`src/rtl/dms_pkg.sv`:
```
package dms_pkg;

  typedef enum logic [1:0] {
    CMD_NONE = 2'd0,
    CMD_RST  = 2'd1,
    CMD_PUSH = 2'd2,
    CMD_PULL = 2'd3
  } dp_cmd_e;

  typedef enum logic [3:0] {
    S_IDLE,
    S_RST,
    S_ABSORB,
    S_PADX,
    S_KEY,
    S_DIV,
    S_BLANK,
    S_FINAL,
    S_STREAM,
    S_DRAIN
  } seq_state_e;

  // exactly one role requested
  function automatic logic role_ok(logic h, logic c);
    return h ^ c;
  endfunction

  // last block carries no room for the marker bit
  function automatic logic tail_full(int unsigned nbits, int unsigned width);
    return nbits >= width;
  endfunction

endpackage

```
`src/rtl/dms_pad.sv`:
```
module dms_pad #(
  parameter int W    = 256,
  parameter int NB_W = $clog2(W + 1)
) (
  input  logic [W-1:0]    data_i,
  input  logic            tail_i,
  input  logic [NB_W-1:0] nbits_i,
  output logic [W-1:0]    word_o
);

  for (genvar i = 0; i < W; i++) begin : g_bit
    localparam logic [NB_W-1:0] IDX = NB_W'(i);
    assign word_o[i] = !tail_i         ? data_i[i] :
                       (IDX < nbits_i) ? data_i[i] :
                       (IDX == nbits_i);
  end

endmodule

```
`src/rtl/dms_blank_cnt.sv`:
```
module dms_blank_cnt #(
  parameter int N  = 32,
  parameter int CW = (N > 1) ? $clog2(N) : 1
) (
  input  logic clk,
  input  logic rst_n,
  input  logic clr,
  input  logic step,
  output logic last
);

  logic [CW-1:0] cnt_q;

  always_ff @(posedge clk) begin
    if (!rst_n || clr) cnt_q <= '0;
    else if (step)     cnt_q <= cnt_q + CW'(1);
  end

  assign last = (cnt_q == CW'(N - 1));

  // clearing and counting come from different schedule phases
  assert_step_clr_excl_R5: assert property (@(posedge clk) disable iff (!rst_n)
    step |-> !clr);

endmodule

```
`src/rtl/dms_out_stage.sv`:
```
module dms_out_stage #(
  parameter int W = 256
) (
  input  logic         clk,
  input  logic         rst_n,
  input  logic         launch,
  input  logic [W-1:0] mask,
  input  logic [W-1:0] dp_word,
  input  logic         out_ready,
  output logic         out_valid,
  output logic [W-1:0] out_data,
  output logic         pend,
  output logic         slot_free
);

  logic [W-1:0] hold_q;

  always_ff @(posedge clk) begin
    if (!rst_n) begin
      pend      <= 1'b0;
      hold_q    <= '0;
      out_valid <= 1'b0;
      out_data  <= '0;
    end else begin
      pend <= launch;
      if (launch) hold_q <= mask;
      if (pend) begin
        out_valid <= 1'b1;
        out_data  <= dp_word ^ hold_q;
      end else if (out_valid && out_ready) begin
        out_valid <= 1'b0;
      end
    end
  end

  assign slot_free = !pend && (!out_valid || out_ready);

  assert_no_overwrite_R8: assert property (@(posedge clk) disable iff (!rst_n)
    pend |-> !out_valid);

  assert_hold_stable_R8: assert property (@(posedge clk) disable iff (!rst_n)
    (out_valid && !out_ready) |=> (out_valid && $stable(out_data)));

endmodule

```
`src/rtl/dualmode_seq.sv`:
```
module dualmode_seq
  import dms_pkg::*;
#(
  parameter int W       = 256,
  parameter int BLANK_N = 32,
  parameter int NB_W    = $clog2(W + 1)
) (
  input  logic            clk,
  input  logic            rst_n,
  input  logic            sel_hash,
  input  logic            sel_cipher,
  input  logic            in_valid,
  output logic            in_ready,
  input  logic [W-1:0]    in_data,
  input  logic            in_last,
  input  logic [NB_W-1:0] in_nbits,
  output logic [1:0]      dp_cmd,
  output logic [W-1:0]    dp_push_word,
  input  logic [W-1:0]    dp_pull_word,
  output logic            out_valid,
  input  logic            out_ready,
  output logic [W-1:0]    out_data
);

  seq_state_e st_q, st_d;
  dp_cmd_e    cmd;
  logic       ciph_q;
  logic       mode_ok, full_tail;
  logic       launch, pend, slot_free;
  logic [W-1:0] launch_mask, padded;
  logic       cnt_clr, cnt_step, cnt_last;

  assign mode_ok   = role_ok(sel_hash, sel_cipher);
  assign full_tail = tail_full(int'(in_nbits), W);
  assign cnt_clr   = (st_q == S_RST);

  dms_pad #(.W(W), .NB_W(NB_W)) u_pad (
    .data_i (in_data),
    .tail_i (in_last),
    .nbits_i(in_nbits),
    .word_o (padded)
  );

  dms_blank_cnt #(.N(BLANK_N)) u_cnt (
    .clk  (clk),
    .rst_n(rst_n),
    .clr  (cnt_clr),
    .step (cnt_step),
    .last (cnt_last)
  );

  dms_out_stage #(.W(W)) u_out (
    .clk      (clk),
    .rst_n    (rst_n),
    .launch   (launch),
    .mask     (launch_mask),
    .dp_word  (dp_pull_word),
    .out_ready(out_ready),
    .out_valid(out_valid),
    .out_data (out_data),
    .pend     (pend),
    .slot_free(slot_free)
  );

  always_comb begin
    st_d         = st_q;
    cmd          = CMD_NONE;
    in_ready     = 1'b0;
    dp_push_word = '0;
    launch       = 1'b0;
    launch_mask  = '0;
    cnt_step     = 1'b0;
    unique case (st_q)
      S_IDLE: if (mode_ok) st_d = S_RST;
      S_RST: begin
        cmd  = CMD_RST;
        st_d = ciph_q ? S_KEY : S_ABSORB;
      end
      S_ABSORB: begin
        in_ready     = 1'b1;
        dp_push_word = padded;
        if (in_valid) begin
          cmd = CMD_PUSH;
          if (in_last) st_d = full_tail ? S_PADX : S_BLANK;
        end
      end
      S_PADX: begin
        cmd          = CMD_PUSH;
        dp_push_word = W'(1);
        st_d         = S_BLANK;
      end
      S_KEY, S_DIV: begin
        in_ready     = 1'b1;
        dp_push_word = in_data;
        if (in_valid) begin
          cmd  = CMD_PUSH;
          st_d = (st_q == S_KEY) ? S_DIV : S_BLANK;
        end
      end
      S_BLANK: begin
        cmd      = CMD_PULL;
        cnt_step = 1'b1;
        if (cnt_last) st_d = ciph_q ? S_STREAM : S_FINAL;
      end
      S_FINAL: begin
        if (slot_free) begin
          cmd    = CMD_PULL;
          launch = 1'b1;
          st_d   = S_DRAIN;
        end
      end
      S_STREAM: begin
        in_ready = slot_free;
        if (in_valid && slot_free) begin
          cmd         = CMD_PULL;
          launch      = 1'b1;
          launch_mask = in_data;
          if (in_last) st_d = S_DRAIN;
        end
      end
      S_DRAIN: if (!pend && !out_valid) st_d = S_IDLE;
      default: st_d = S_IDLE;
    endcase
  end

  assign dp_cmd = cmd;

  always_ff @(posedge clk) begin
    if (!rst_n) begin
      st_q   <= S_IDLE;
      ciph_q <= 1'b0;
    end else begin
      st_q <= st_d;
      if (st_q == S_IDLE && mode_ok) ciph_q <= sel_cipher;
    end
  end

  assert_idle_quiet_R2: assert property (@(posedge clk) disable iff (!rst_n)
    (st_q == S_IDLE && !mode_ok) |=> (dp_cmd == CMD_NONE && !in_ready));

  assert_single_reset_R2: assert property (@(posedge clk) disable iff (!rst_n)
    (dp_cmd == CMD_RST) |=> (dp_cmd != CMD_RST));

  assert_push_has_data_R3: assert property (@(posedge clk) disable iff (!rst_n)
    (dp_cmd == CMD_PUSH && st_q != S_PADX) |-> in_valid);

  assert_final_after_blank_R5: assert property (@(posedge clk) disable iff (!rst_n)
    (st_q == S_FINAL) |-> ($past(dp_cmd) == CMD_PULL));

  assert_no_pull_when_held_R8: assert property (@(posedge clk) disable iff (!rst_n)
    (dp_cmd == CMD_PULL && out_valid) |-> out_ready);

endmodule

```
`config.mk`:
```
export PLATFORM = sky130hd
export DESIGN_NAME = dualmode_seq
export DESIGN_NICKNAME = d
export VERILOG_FILES = /design/src/rtl/dms_pkg.sv /design/src/rtl/dms_pad.sv /design/src/rtl/dms_blank_cnt.sv /design/src/rtl/dms_out_stage.sv /design/src/rtl/dualmode_seq.sv
export SDC_FILE = /design/constraint.sdc
export NUM_CORES = 2
export LEC_CHECK = 0
export BUFFER_PORTS_ARGS = -buffer_cell sky130_fd_sc_hd__buf_2
export CAP_MARGIN = 20
export CORE_AREA = 2 2 407 409
export CTS_CLUSTER_SIZE = 8
export DETAILED_ROUTE_END_ITERATION = 10
export DIE_AREA = 0 0 409 411
export MAX_ROUTING_LAYER = met4
export PLACE_DENSITY_LB_ADDON = 0.12
export SLEW_MARGIN = 0
export SYNTH_ARGS = -nofsm -noshare
export SYNTH_HDL_FRONTEND = slang
export SYNTH_SLANG_ARGS = --single-unit
```
`constraint.sdc`:
```
create_clock -name clk -period 3.95 [get_ports clk]
set_clock_uncertainty 0.2 [all_clocks]
set_input_delay 0.5925 -clock clk [delete_from_list [all_inputs] [get_ports clk]]
set_output_delay 0.5925 -clock clk [all_outputs]
set_load 0.01 [all_outputs]
```
==> out/metrics.csv <==
metric,value,unit
Psw,9820,µW
CORE AREA,164000,µm²
drt drc,0,
pin count of the biggest net entering global routing,147,
"Net Count, Synth",3853,
# IOs,1044,
critical setup path kind,in -> out,
all-layer global routing usage,30.3,%
Post-Syn Instances,3323,
CTS tree,yes,
"flops & latches, synth",524,
critical path's most frequent cell,buf_4,
yosys warns,0,
TritonCTS Buffers,78,
CP max-delay cell,nand2b_2,
layout net count,5508,
depth of the CTS H-tree,3,
failing checks,setup timing,
Cell Rows,149,
worst hold path type,in -> reg,
logic gate share of total power,45.6,%
gpl congestion,1.00,
syn_area_per_cell,8.09,µm²
"most common cell after layout, fill and taps aside",buf_2,
R2R cell count,6,
Final Hold Viols,0,
final number of max-transition violations,0,
period utilization,102,%
Peak VDD IR,338,µV
dominant synthesized flop cell,dfxtp_1,
worst endpoint required time,3.16,ns
Synth async-reset ratio,0,%
1st-iter DRT viols,3138,
Initial Utilization,16.4,%
crit-path max cell delay,0.38,ns
area growth from synthesis to layout,64.0,%
DRT Wirelength,258000,µm
sinks on the clock net,524,
Reg power frac,26.5,%
DRT antenna net count,0,
CP endpoint kind,output port,
share of cells above drive strength 1,36.0,%
RSZ-0062 raised after global routing,true,
worst slew pin tran,1.03,ns
Rel. slew slack,31.4,%
total power draw,23100,µW
DP HPWL,213000,µm
GR Overflow Total,0,
Final min period,4.02,ns
initial antenna violation count,66,
Int Power,13300,µW
synth unique cells,93,
Max-Cap Viols,0,
critical path launch point type,input pin,
Die H,411,µm
Clock transition at path regs,0.05,ns
Clk pwr share,28.0,%
Post-Syn Area,26900,µm²
Fmax,249,MHz
first-pass GRT wire length,330000,µm
Die W,409,µm
final core utilization,26.9,%
Setup Viol. Count Final,4,
CTS Buffer Depth,3,
Clock Tree Root,clkbuf_16,
Vias/cell,4.76,
Leak,0.0183,µW
Hold Path Depth,3,
status,finished with violations,
switching part of the total,42.5,%
Port Buffers,1043,
placed cells,6762,
P per Cell Area,524,nW/µm²
Final Non-Filler Cells,7210,
via count,34300,
register area share after synthesis,39.0,%
most frequent cells in the layout,"buf_2 (1,023), nor2_1 (665), dfxtp_1 (522)",
DR WL/cell,35.7,µm
Worst EP arrival,3.23,ns
clk_lat worst skew,0.73,ns
crit path max fanout,17,
full die area,168000,µm²
vias in the first global route,33400,
"EDFF count, synth",0,
worst path cell trace,buf_2 -> buf_4 -> nand2b_2 -> buf_4 -> nor3_4 -> nand2_1 -> buf_4 -> o32ai_2 -> buf_4 -> buf_2,
Final WS setup,-0.0709,ns
DRT Pass-1 Iters,8,
final cells by class:
type,instances,area (µm²)
multi-input combinational,2456,15400
clock inverter,8,139
timing repair buffer,1878,13000
antenna,22,55.1
sequential,524,10500
fill,18200,120000
clock buffer,93,2070
inverter,40,158
tap,2189,2740
flip-flops by register name (all words and copies together) (netlist names):
signal	flops
st_q	4
u_out.out_data	256
u_out.out_valid	1
u_out.pend	1
ciph_q	1
u_cnt.cnt_q	5
u_out.hold_q	256
worst max-delay path: cells and delay by family:
kind            cells  cell delay, ns
compound gates      1            0.35
simple gates        3            0.94
buf+inv             6            1.32
stage by stage:
step	hold slack, ns	setup WS (ns)	instance area, µm²	TNS, ns
4_1_cts	0.00139	-0.0114	43900	-0.0209
6_report	0.0385	-0.0709	44100	-0.212
2_1_floorplan	0.267	1.06	26900	0
3_5_place_dp	0.274	-0.967	38000	-5.16
3_3_place_gp	0.269	-1.02	38000	-6.16
5_1_grt	0.0249	-0.0381	44100	-0.0806
repair_timing:
action | CTS | global route
gates resized for setup | 114 | 28
buffers inserted | 12 | 0
pin swaps | 8 | 4
endpoints found under the hold margin | 311 | 0
endpoints found under the setup margin | 137 | 32
gates cloned | 2 | 0
hold buffers | 311 | 0
worst paths after layout:
check / start / slack [ns] / to
worst min register to register: u_out.out_data[34]$_SDFFE_PN0P_ / 0.28 / u_out.out_data[34]$_SDFFE_PN0P_
worst max-delay path: in_nbits[4] / -0.07 / dp_push_word[75]
worst min-delay path: in_data[96] / 0.04 / u_out.hold_q[96]$_SDFFE_PN0P_
worst max register to register: st_q[3]$_SDFFE_PN0P_ / 1.37 / u_out.hold_q[34]$_SDFFE_PN0P_
layer usage:
layer / vias up / track usage [%] / share of wire, %
met5: - / - / 0
met4: 0 / 14.1 / 5.3
met3: 415 / 7.26 / 7.4
met2: 1600 / 47.6 / 46
met1: 17000 / 36.4 / 42
li1: 15300 / - / -
cells by family (layout without fill, tap and decap cells):
family                   count (synthesis)  in the layout  share of synthesized area (%)
other                                    0             22                              0
flip-flops                             524            524                           39.0
AO/OA/AOI/OAI                         1130           1130                           29.2
AND/OR/NAND/NOR                       1059           1059                           17.6
multiplexers                             4              4                          0.149
buffers and inverters                  343           2019                           5.52
XOR/XNOR                               261            261                           8.50
adder cells (fa/ha/maj)                  2              2                         0.0931
synthesized netlist by cell type, types with 7 or more instances:
cell | number | area, µm²
xnor2_1 | 258 | 2260
o21a_1 | 14 | 105
inv_1 | 38 | 143
o211ai_1 | 7 | 52.6
a21o_1 | 25 | 188
nor3_1 | 18 | 90.1
a32o_1 | 45 | 450
o21ai_0 | 187 | 936
buf_2 | 96 | 480
clkbuf_1 | 172 | 646
nor3_2 | 11 | 110
a21oi_1 | 147 | 736
o22ai_1 | 16 | 100
o31ai_1 | 22 | 165
buf_1 | 21 | 78.8
and3_1 | 19 | 119
a22oi_1 | 259 | 1940
nor4_1 | 15 | 93.8
nand3_1 | 33 | 165
buf_4 | 8 | 60.1
and2_1 | 11 | 68.8
a22o_1 | 20 | 175
a31oi_1 | 37 | 231
nor2b_1 | 17 | 106
nor2_1 | 679 | 2550
a41oi_1 | 7 | 61.3
a211oi_1 | 262 | 1970
nand2b_1 | 12 | 75.1
or3_1 | 7 | 43.8
dfxtp_1 | 524 | 10500
o32ai_1 | 15 | 131
nand4_1 | 9 | 56.3
or2_2 | 7 | 43.8
o2bb2ai_1 | 11 | 96.3
nand2_1 | 170 | 638
power by group through the flow:
stage	Combinational (µW)	Clock (µW)	Sequential, µW
4_1_cts	10500	6690	6110
3_3_place_gp	9850	0	6210
3_5_place_dp	9860	0	6210
6_report	10500	6460	6110
2_1_floorplan	3920	0	6220
5_1_grt	11000	6870	6160
Power figures use the tool's default switching activity.
